--- config.mk ---
export PLATFORM = sky130hd
export DESIGN_NAME = txs_slot_alloc
export DESIGN_NICKNAME = d
export VERILOG_FILES = /design/src/rtl/txs_pkg.sv /design/src/rtl/txs_cookie_codec.sv /design/src/rtl/txs_ring_ctrl.sv /design/src/rtl/txs_slot_alloc.sv
export SDC_FILE = /design/constraint.sdc
export NUM_CORES = 1
export LEC_CHECK = 0
export BUFFER_PORTS_ARGS = -buffer_cell sky130_fd_sc_hd__buf_2
export CAP_MARGIN = 20
export CORE_AREA = 4 4 177 179
export DETAILED_ROUTE_END_ITERATION = 10
export DIE_AREA = 0 0 181 183
export PLACE_DENSITY = 0.74
export SYNTH_ARGS = -nofsm -noshare
export SYNTH_HDL_FRONTEND = slang
export SYNTH_SLANG_ARGS = --single-unit
export TNS_END_PERCENT = 50
--- constraint.sdc ---
create_clock -name clk -period 10.3 [get_ports clk]
set_input_delay 2.06 -clock clk [delete_from_list [all_inputs] [get_ports clk]]
set_output_delay 2.06 -clock clk [all_outputs]
set_load 0.01 [all_outputs]
--- src/rtl/txs_pkg.sv ---
package txs_pkg;
    localparam int COOKIE_W   = 16;
    localparam int RING_ID_W  = 3;
    localparam int SLOT_FLD_W = 12;
    localparam int MAX_RINGS  = 6;
    localparam logic [3:0] PREFIX_BASE = 4'hA;
endpackage

--- src/rtl/txs_cookie_codec.sv ---
module txs_cookie_codec
    import txs_pkg::*;
#(
    parameter int NUM_RINGS = 6,
    parameter int SLOTS     = 128,
    localparam int SLOT_W   = $clog2(SLOTS)
) (
    input  logic [RING_ID_W-1:0] enc_ring,
    input  logic [SLOT_W-1:0]    enc_slot,
    output logic [COOKIE_W-1:0]  enc_cookie,
    input  logic [COOKIE_W-1:0]  dec_cookie,
    output logic [RING_ID_W-1:0] dec_ring,
    output logic [SLOT_W-1:0]    dec_slot,
    output logic                 dec_ok
);
    logic [3:0]            prefix;
    logic [3:0]            offset;
    logic [SLOT_FLD_W-1:0] slot_fld;

    always_comb begin
        enc_cookie = {PREFIX_BASE + {1'b0, enc_ring}, SLOT_FLD_W'(enc_slot)};
        prefix     = dec_cookie[15:12];
        slot_fld   = dec_cookie[SLOT_FLD_W-1:0];
        offset     = prefix - PREFIX_BASE;
        dec_ring   = offset[RING_ID_W-1:0];
        dec_slot   = slot_fld[SLOT_W-1:0];
        dec_ok     = (prefix >= PREFIX_BASE) && (offset < 4'(NUM_RINGS))
                     && (slot_fld < SLOT_FLD_W'(SLOTS));
    end
endmodule

--- src/rtl/txs_ring_ctrl.sv ---
module txs_ring_ctrl #(
    parameter int SLOTS   = 128,
    localparam int SLOT_W = $clog2(SLOTS),
    localparam int CNT_W  = $clog2(SLOTS + 1)
) (
    input  logic              clk,
    input  logic              rst_n,
    input  logic              alloc_go,
    input  logic              cmp_go,
    input  logic [SLOT_W-1:0] cmp_slot,
    input  logic              cmp_last,
    output logic              alloc_ok,
    output logic [SLOT_W-1:0] hdr_slot,
    output logic              order_ok,
    output logic              stopped,
    output logic              wake,
    output logic [CNT_W-1:0]  hwm
);
    localparam int SUM_W = $clog2(2 * SLOTS + 2);

    typedef struct packed {
        logic [SLOT_W-1:0] cur;
        logic [CNT_W-1:0]  used;
        logic              stopped;
        logic              wake;
        logic [CNT_W-1:0]  hwm;
    } ring_st_t;

    ring_st_t st_d, st_q;

    logic [SLOT_W-1:0] pay_slot_d;
    logic [SLOT_W-1:0] oldest_d;
    logic [SUM_W-1:0]  sum_d;
    logic [CNT_W-1:0]  free_d, need_d, used_nx_d;

    function automatic logic [SLOT_W-1:0] step(input logic [SLOT_W-1:0] s);
        return (s == SLOT_W'(SLOTS - 1)) ? '0 : s + 1'b1;
    endfunction

    always_comb begin
        st_d       = st_q;
        st_d.wake  = 1'b0;
        free_d     = CNT_W'(SLOTS) - st_q.used;
        hdr_slot   = step(st_q.cur);
        pay_slot_d = step(hdr_slot);
        // oldest used slot: cur - used + 1, wrapped into [0, SLOTS)
        sum_d = SUM_W'(st_q.cur) + SUM_W'(SLOTS) + SUM_W'(1) - SUM_W'(st_q.used);
        if (sum_d >= SUM_W'(SLOTS)) sum_d = sum_d - SUM_W'(SLOTS);
        if (sum_d >= SUM_W'(SLOTS)) sum_d = sum_d - SUM_W'(SLOTS);
        oldest_d = sum_d[SLOT_W-1:0];
        need_d   = cmp_last ? CNT_W'(2) : CNT_W'(1);
        alloc_ok = alloc_go && !st_q.stopped && (free_d >= CNT_W'(2));
        order_ok = cmp_go && (st_q.used >= need_d) && (cmp_slot == oldest_d);
        used_nx_d = st_q.used;
        if (alloc_ok) begin
            st_d.cur  = pay_slot_d;
            used_nx_d = used_nx_d + CNT_W'(2);
        end
        if (order_ok) used_nx_d = used_nx_d - need_d;
        st_d.used = used_nx_d;
        if (used_nx_d > st_q.hwm) st_d.hwm = used_nx_d;
        if (alloc_ok && ((CNT_W'(SLOTS) - used_nx_d) < CNT_W'(2))) begin
            st_d.stopped = 1'b1;
        end else if (order_ok && st_q.stopped) begin
            st_d.stopped = 1'b0;
            st_d.wake    = 1'b1;
        end
    end

    always_ff @(posedge clk) begin
        if (!rst_n) begin
            st_q         <= '0;
            st_q.cur     <= SLOT_W'(SLOTS - 1);
        end else begin
            st_q <= st_d;
        end
    end

    assign stopped = st_q.stopped;
    assign wake    = st_q.wake;
    assign hwm     = st_q.hwm;
endmodule

--- src/rtl/txs_slot_alloc.sv ---
module txs_slot_alloc
    import txs_pkg::*;
#(
    parameter int NUM_RINGS = 6,
    parameter int SLOTS     = 128,
    localparam int SLOT_W   = $clog2(SLOTS),
    localparam int CNT_W    = $clog2(SLOTS + 1)
) (
    input  logic                 clk,
    input  logic                 rst_n,
    input  logic                 alloc_req,
    input  logic [RING_ID_W-1:0] alloc_ring,
    output logic                 alloc_ack,
    output logic                 alloc_err,
    output logic [SLOT_W-1:0]    alloc_slot,
    output logic [COOKIE_W-1:0]  alloc_cookie,
    input  logic                 cmp_valid,
    input  logic [COOKIE_W-1:0]  cmp_cookie,
    input  logic                 cmp_last,
    output logic                 cmp_done,
    output logic                 cmp_order_err,
    output logic                 cmp_bad_cookie,
    output logic [NUM_RINGS-1:0] ring_stopped,
    output logic [NUM_RINGS-1:0] ring_wake,
    input  logic [RING_ID_W-1:0] hwm_ring,
    output logic [CNT_W-1:0]     hwm_level
);
    typedef struct packed {
        logic                ack;
        logic                err;
        logic [SLOT_W-1:0]   slot;
        logic [COOKIE_W-1:0] cookie;
        logic                done;
        logic                order_err;
        logic                bad;
    } rsp_t;

    rsp_t rsp_d, rsp_q;

    logic [NUM_RINGS-1:0] alloc_go, cmp_go, alloc_ok, order_ok;
    logic [SLOT_W-1:0]    hdr_slot [NUM_RINGS];
    logic [CNT_W-1:0]     hwm_arr  [NUM_RINGS];
    logic [SLOT_W-1:0]    sel_slot;
    logic [COOKIE_W-1:0]  enc_cookie;
    logic [RING_ID_W-1:0] dec_ring;
    logic [SLOT_W-1:0]    dec_slot;
    logic                 dec_ok;

    txs_cookie_codec #(.NUM_RINGS(NUM_RINGS), .SLOTS(SLOTS)) u_codec (
        .enc_ring  (alloc_ring),
        .enc_slot  (sel_slot),
        .enc_cookie(enc_cookie),
        .dec_cookie(cmp_cookie),
        .dec_ring  (dec_ring),
        .dec_slot  (dec_slot),
        .dec_ok    (dec_ok)
    );

    for (genvar r = 0; r < NUM_RINGS; r++) begin : g_ring
        assign alloc_go[r] = alloc_req && (alloc_ring == RING_ID_W'(r));
        assign cmp_go[r]   = cmp_valid && dec_ok && (dec_ring == RING_ID_W'(r));
        txs_ring_ctrl #(.SLOTS(SLOTS)) u_ring (
            .clk     (clk),
            .rst_n   (rst_n),
            .alloc_go(alloc_go[r]),
            .cmp_go  (cmp_go[r]),
            .cmp_slot(dec_slot),
            .cmp_last(cmp_last),
            .alloc_ok(alloc_ok[r]),
            .hdr_slot(hdr_slot[r]),
            .order_ok(order_ok[r]),
            .stopped (ring_stopped[r]),
            .wake    (ring_wake[r]),
            .hwm     (hwm_arr[r])
        );
    end

    always_comb begin
        sel_slot  = '0;
        hwm_level = '0;
        for (int r = 0; r < NUM_RINGS; r++) begin
            if (alloc_ring == RING_ID_W'(r)) sel_slot  = hdr_slot[r];
            if (hwm_ring == RING_ID_W'(r))   hwm_level = hwm_arr[r];
        end
        rsp_d           = '0;
        rsp_d.ack       = |alloc_ok;
        rsp_d.err       = alloc_req && !(|alloc_ok);
        rsp_d.slot      = (|alloc_ok) ? sel_slot : '0;
        rsp_d.cookie    = (|alloc_ok) ? enc_cookie : '0;
        rsp_d.done      = |order_ok;
        rsp_d.order_err = cmp_valid && dec_ok && !(|order_ok);
        rsp_d.bad       = cmp_valid && !dec_ok;
    end

    always_ff @(posedge clk) begin
        if (!rst_n) rsp_q <= '0;
        else        rsp_q <= rsp_d;
    end

    assign alloc_ack      = rsp_q.ack;
    assign alloc_err      = rsp_q.err;
    assign alloc_slot     = rsp_q.slot;
    assign alloc_cookie   = rsp_q.cookie;
    assign cmp_done       = rsp_q.done;
    assign cmp_order_err  = rsp_q.order_err;
    assign cmp_bad_cookie = rsp_q.bad;
endmodule

==> results of run 1 <==
[final timing paths]
kind	cells past startpoint	from	end
min reg2reg	2	g_ring[4].u_ring.hwm[7]$_SDFFE_PN0N_	g_ring[4].u_ring.hwm[7]$_SDFFE_PN0N_
max	19	alloc_ring[1]	g_ring[4].u_ring.hwm[3]$_SDFFE_PN0N_
max reg2reg	20	g_ring[5].u_ring.st_q[11]$_SDFF_PN0_	g_ring[5].u_ring.hwm[2]$_SDFFE_PN0N_
min	2	g_ring[4].u_ring.hwm[7]$_SDFFE_PN0N_	g_ring[4].u_ring.hwm[7]$_SDFFE_PN0N_
[layout by cell type, fill, tap and decap left out, drive strengths merged, types with 8 or more instances in the layout]
| master | Yosys | final |
|---|---|---|
| and3 | 25 | 25 |
| o22ai | 8 | 8 |
| or3 | 12 | 12 |
| and2 | 38 | 38 |
| ha | 175 | 175 |
| a211oi | 8 | 8 |
| nor2b | 34 | 34 |
| clkbuf | 52 | 19 |
| mux2i | 75 | 75 |
| nor4 | 24 | 24 |
| nand3 | 59 | 59 |
| nand2b | 20 | 20 |
| nor2 | 138 | 138 |
| o211ai | 21 | 21 |
| fa | 12 | 12 |
| xor2 | 65 | 65 |
| or4 | 12 | 12 |
| nand4 | 26 | 26 |
| nand2 | 160 | 160 |
| nand3b | 10 | 10 |
| xnor2 | 148 | 148 |
| inv | 170 | 177 |
| a31oi | 8 | 8 |
| a21o | 24 | 24 |
| nor3b | 12 | 12 |
| buf | 39 | 77 |
| o21ai | 70 | 70 |
| o221ai | 15 | 15 |
| o21a | 8 | 8 |
| dfxtp | 166 | 166 |
| a21oi | 83 | 83 |
| nor3 | 42 | 42 |
[area by class of cell]
cell class	instances	area, um2	share of cell area (%)
Clock buffer	19	443	2.73
Clock inverter	13	110	0.679
Inverter	170	638	3.94
Multi-Input combinational cell	1453	10800	66.6
Sequential cell	166	3320	20.5
Tap cell	390	488	3.01
Timing Repair Buffer	77	408	2.52
[flip-flops by register name, indices dropped and copies added (netlist names)]
name,cells
cmp_done,1
alloc_err,1
cmp_order_err,1
g_ring.u_ring.wake,6
cmp_bad_cookie,1
alloc_cookie,5
g_ring.u_ring.stopped,6
g_ring.u_ring.hwm,48
g_ring.u_ring.st_q,90
alloc_slot,6
alloc_ack,1
[critical path, stage by stage]
cell and delay [ns]:
buf_2 0.24, nand2b_1 0.32, or3_1 0.51, nor2_2 0.70
xnor2_1 0.28, ha_1 0.33, a21oi_1 0.23, a41oi_1 0.14
a41o_1 0.23, xnor2_1 0.29, inv_1 0.10, ha_1 0.33
nand3_1 0.14, o21bai_1 0.20, inv_1 0.06, o21ai_1 0.06
a31oi_2 0.32, o41ai_4 0.21, mux2_1 0.36
[cell families after synthesis]
| kind of cell | after synthesis | share of synthesized area [%] |
|---|---|---|
| simple gates | 647 | 22.0 |
| compound gates | 315 | 14.4 |
| buf+inv | 263 | 7.54 |
| xor+xnor | 213 | 12.3 |
| fa+ha+maj | 188 | 16.0 |
| flops | 166 | 21.8 |
| mux | 85 | 5.90 |
| other cells | 1 | 0.0246 |
[per-stage QoR]
step	cell area, um2	utilization (%)	std cells	power [mW]
2_1_floorplan	15300	-	1882	0.962
3_3_place_gp	15700	53.0	2256	1.03
3_5_place_dp	15700	53.0	2256	1.04
4_1_cts	16200	54.8	2288	1.66
5_1_grt	16200	54.8	2288	1.73
6_report	16200	54.8	2288	1.66
[power by group through the flow]
stage	sequential (mW)	clock (mW)	combinational (mW)
2_1_floorplan	0.677	0	0.285
3_3_place_gp	0.683	0	0.348
3_5_place_dp	0.684	0	0.355
4_1_cts	0.669	0.633	0.358
5_1_grt	0.671	0.662	0.402
6_report	0.669	0.629	0.363
[routing by layer]
layer | wire length [um] | GRT usage, % | part of all wire, % | up-vias
met3 | 2660 | 3.65 | 6.4 | 66
met4 | 1240 | 8.32 | 3.0 | 0
met1 | 18600 | 33.1 | 45 | 6356
met5 | 0 | 0 | 0 | -
met2 | 18900 | 40.3 | 46 | 478
li1 | - | - | - | 6531
==> flow_summary.yaml, run 1 <==
synthesis:
  syn-mean-instance-area_um2: 8.12
  synth_cell_types: 111
  synth_edf_count: 0
  ys_warn_count: 0
  yosysTopAreaCell: "dfxtp_1"
  synth_top_cell_area_share_pct: 21.8
  synth_common_cells: "ha_1, inv_1, dfxtp_1, nand2_1, xnor2_1"
  seq_area_frac_synth_pct: 21.8
  synth.most_common_cell: "ha_1"
  ys_ff_latch: 166
  synth_area_leaders: "dfxtp_1, ha_1, xnor2_1"
  synth_ff_type: "dfxtp_1"
  netlist_area_um2: 15300
  synthCells: 1878
  synth-async-reset-ratio_pct: 0
pwr:
  pwr-share-seq_pct: 40.3
  p_int_mw: 1.13
  switching_share_pct: 32.2
  clockPowerShare_pct: 37.9
  combPwrFrac_pct: 21.8
  p_per_area_nw_per_um2: 102
  p_leak_nw: 7.05
  netSwitchingPower_mw: 0.534
  peakVddDrop_v: 0.000127
grt:
  antenna_found_initial: 0
  grt_usage_pct: 24.5
  grt_max_degree: 73
  grt_pass1_vias: 12700
  grt_pass1_wl_mm: 66.7
  grt-ovfl-total: 0
place:
  dp_hpwl_mm: 31.9
  place_ws_ns: 3.10
  port_buffers: 69
  routabilityCongestion: 0.953
timing:
  final.min_clock_period_ns: 6.80
  max_freq_ghz: 0.147
  worst_slack_ns: 3.50
  setup_viol_count_final: 0
  rsz0062_at_grt: "false"
  slew_violations: 0
  timing.final.crit_share_pct: 66.0
  whs_ns: 0.481
  maxSlewHeadroom_pct: 34.6
  tns_ns: 0
  fin_skew_ns: 0.0103
  max_slew.worst_pin.slew_ns: 0.974
  hold_viol_final: 0
clock_network:
  cts_sinks: 166
  cts_resized: 0
  post_cts_buffers: 0
  cts_buffers: 17
  htreeDepth: 4
  cts_hold_buf: 0
  clockRootBuffer: "clkbuf_16"
  clkLatencyLatePin_ns: 0.45
  cts_tree: "yes"
  clkTransAtPathRegs_ns: 0.07
  clk_path_buf_depth: 2
detailed_routing:
  routed_wl_mm: 41.3
  vias_per_cell: 5.87
  ant_nets: 0
  wire_per_inst_um: 18.1
  first_pass_iters: 6
  remaining_drc_errors: 0
  first_iter_violations: 1141
  dr_total_vias: 13400
setup_path:
  cp_max_fo: 24
  crit_required_ns: 10.63
  cp-start-kind: "input port"
  cp-end-kind: "flop"
  crit_arrival_ns: 7.13
  reg2reg_slack_ns: 4.34
  critical_path_class: "in -> reg"
finish:
  nets: 2099
  nFillCells: 2723
  area_growth_pct: 6.23
  n_antenna_cell: 0
  drive_gt1_share_pct: 8.43
floorplanning:
  ioPinCount: 75
  start_util_pct: 51.6
  fp.dieW_um: 181
  fp.dieH_um: 183
  row_count: 63
  core_area_um2: 29600
  dieArea_um2: 33100
run:
  cap_violations: 0
hold_path:
  hold_class: "reg -> reg"
outcome:
  status: "finished clean"
Note: power is estimated with default switching activity, not from simulation.
==> run 2, diff against run 1 <==
==> constraint.sdc (replaced) <==
create_clock -name clk -period 6.5 [get_ports clk]
set_input_delay 1.3 -clock clk [delete_from_list [all_inputs] [get_ports clk]]
set_output_delay 1.3 -clock clk [all_outputs]
set_load 0.01 [all_outputs]
==> flow_summary.yaml, run 2 (synthesis results as in run 1) <==
finish:
  top_register: "g_ring.u_ring.st_q"
  n_antenna_cell: 0
  drive_gt1_share_pct: 9.44
  final_cell_mix: "ha_1, inv_1, dfxtp_1, nand2_1, xnor2_1"
  mostFrequentLayoutCell: "ha_1"
  largest_register_ffs: 90
  nets: 2120
  area_growth_pct: 7.49
timing:
  tns_ns: 0
  final.min_clock_period_ns: 5.69
  slew_violations: 0
  max_freq_ghz: 0.176
  max_slew.worst_pin.slew_ns: 0.963
  fin_skew_ns: 0.0141
  setup_viol_count_final: 0
  whs_ns: 0.486
  worst_slack_ns: 0.805
  rsz0062_at_grt: "false"
  maxSlewHeadroom_pct: 35.4
  hold_viol_final: 0
  timing.final.crit_share_pct: 87.6
detailed_routing:
  first_iter_violations: 1253
  dr_total_vias: 13600
  wire_per_inst_um: 18.5
  vias_per_cell: 5.88
  routed_wl_mm: 42.6
  first_pass_iters: 6
  remaining_drc_errors: 0
  ant_nets: 0
run:
  cap_violations: 0
outcome:
  status: "finished clean"
grt:
  grt_usage_pct: 24.9
  grt-ovfl-total: 0
  grt_pass1_vias: 12800
  antenna_found_initial: 1
  grt_max_degree: 74
  grt_pass1_wl_mm: 67.4
clock_network:
  cts_buffers: 17
  clkTransAtPathRegs_ns: 0.08
  cts_hold_buf: 0
  clockRootBuffer: "clkbuf_16"
  cts_sinks: 166
  cts_tree: "yes"
  htreeDepth: 4
  clkLatencyLatePin_ns: 0.45
  clk_path_buf_depth: 2
  cts_resized: 0
  post_cts_buffers: 0
pwr:
  peakVddDrop_v: 0.000185
  p_leak_nw: 7.17
  p_per_area_nw_per_um2: 165
setup_path:
  path_cells: "inv_1 > ha_1 > nor4b_1 > o221ai_1 > a21oi_2 > a2bb2oi_1 > nor2_1 > xnor2_1 > inv_1 > ha_1 > a21oi_1 > nand2b_4 > nor3_1 > nand3b_1 > xnor2_1 > ha_1 > nand3_1 > or3_4 > a21oi_4 > mux2i_1"
  cp_top_family: "simple AND/OR/NAND/NOR gates"
  cp-start-kind: "flop"
  path_common_cell: "ha_1"
  crit_required_ns: 6.85
  path_buf_inv: 2
  cp_max_fo: 7
  cpPeakStageDelay_ns: 0.44
  r2r-start: "g_ring[5].u_ring.st_q[10]$_SDFF_PN0_"
  critical_path_class: "reg -> reg"
  cp_slowest_cell: "dfxtp_1"
  critPathLaunch: "g_ring[5].u_ring.st_q[10]$_SDFF_PN0_"
  crit_arrival_ns: 6.05
  cp-end-kind: "flop"
floorplanning:
  start_util_pct: 51.6
  fp.dieW_um: 181
  ioPinCount: 75
  core_area_um2: 29600
  fp.dieH_um: 183
  row_count: 63
  dieArea_um2: 33100
place:
  port_buffers: 69
  dp_hpwl_mm: 32.9
  place_ws_ns: 0.494
  routabilityCongestion: 0.944
hold_path:
  worstHoldStart: "g_ring[4].u_ring.hwm[7]$_SDFFE_PN0N_"
  hold_class: "reg -> reg"
-- run 2: final timing paths --
check                                                            end  slack [ns]  cells after the start
worst max register to register  g_ring[5].u_ring.hwm[4]$_SDFFE_PN0N_        0.81                     20
worst max-delay path            g_ring[5].u_ring.hwm[4]$_SDFFE_PN0N_        0.81                     20
worst min register to register  g_ring[4].u_ring.hwm[7]$_SDFFE_PN0N_        0.49                      2
worst min-delay path            g_ring[4].u_ring.hwm[7]$_SDFFE_PN0N_        0.49                      2
-- run 2: per-layer routing --
layer,routed length (um),global-route usage [%],vias up
met3,2820,4.09,75
met4,1540,9.61,0
met1,18700,33.2,6437
li1,-,-,6604
met2,19600,40.7,448
met5,0,0,-
-- run 2: worst reg2reg max path: cells and delay by family, from the launching register on --
family | cells | cell delay, ns
adders and majority gates | 3 | 0.90
AOI/OAI and AO/OA | 5 | 1.40
xor gates and xnor gates | 2 | 0.73
buffers and inverters | 2 | 0.26
and+or+nand+nor | 7 | 1.59
DFF | 1 | 0.44
muxes | 1 | 0.29
-- run 2: power breakdown --
group	internal, mW	leakage, nW	total [mW]	switching [mW]
sequential	1.03	1.34	1.06	0.0263
combinational	0.244	5.54	0.590	0.346
clock	0.581	0.288	1.06	0.476
-- run 2: cell type report --
type	count	area (um2)
Clock buffer	18	439
Clock inverter	13	148
Fill cell	2745	13200
Inverter	170	638
Multi-Input combinational cell	1453	10800
Sequential cell	166	3320
Tap cell	390	488
Timing Repair Buffer	98	566
-- run 2: stage by stage --
stage	util [%]	instance area (um2)	instances	power (mW)
2_1_floorplan	-	15300	1882	1.52
3_3_place_gp	53.5	15800	2277	1.65
3_5_place_dp	53.5	15800	2277	1.66
4_1_cts	55.5	16400	2308	2.72
5_1_grt	55.5	16400	2308	2.82
6_report	55.5	16400	2308	2.71
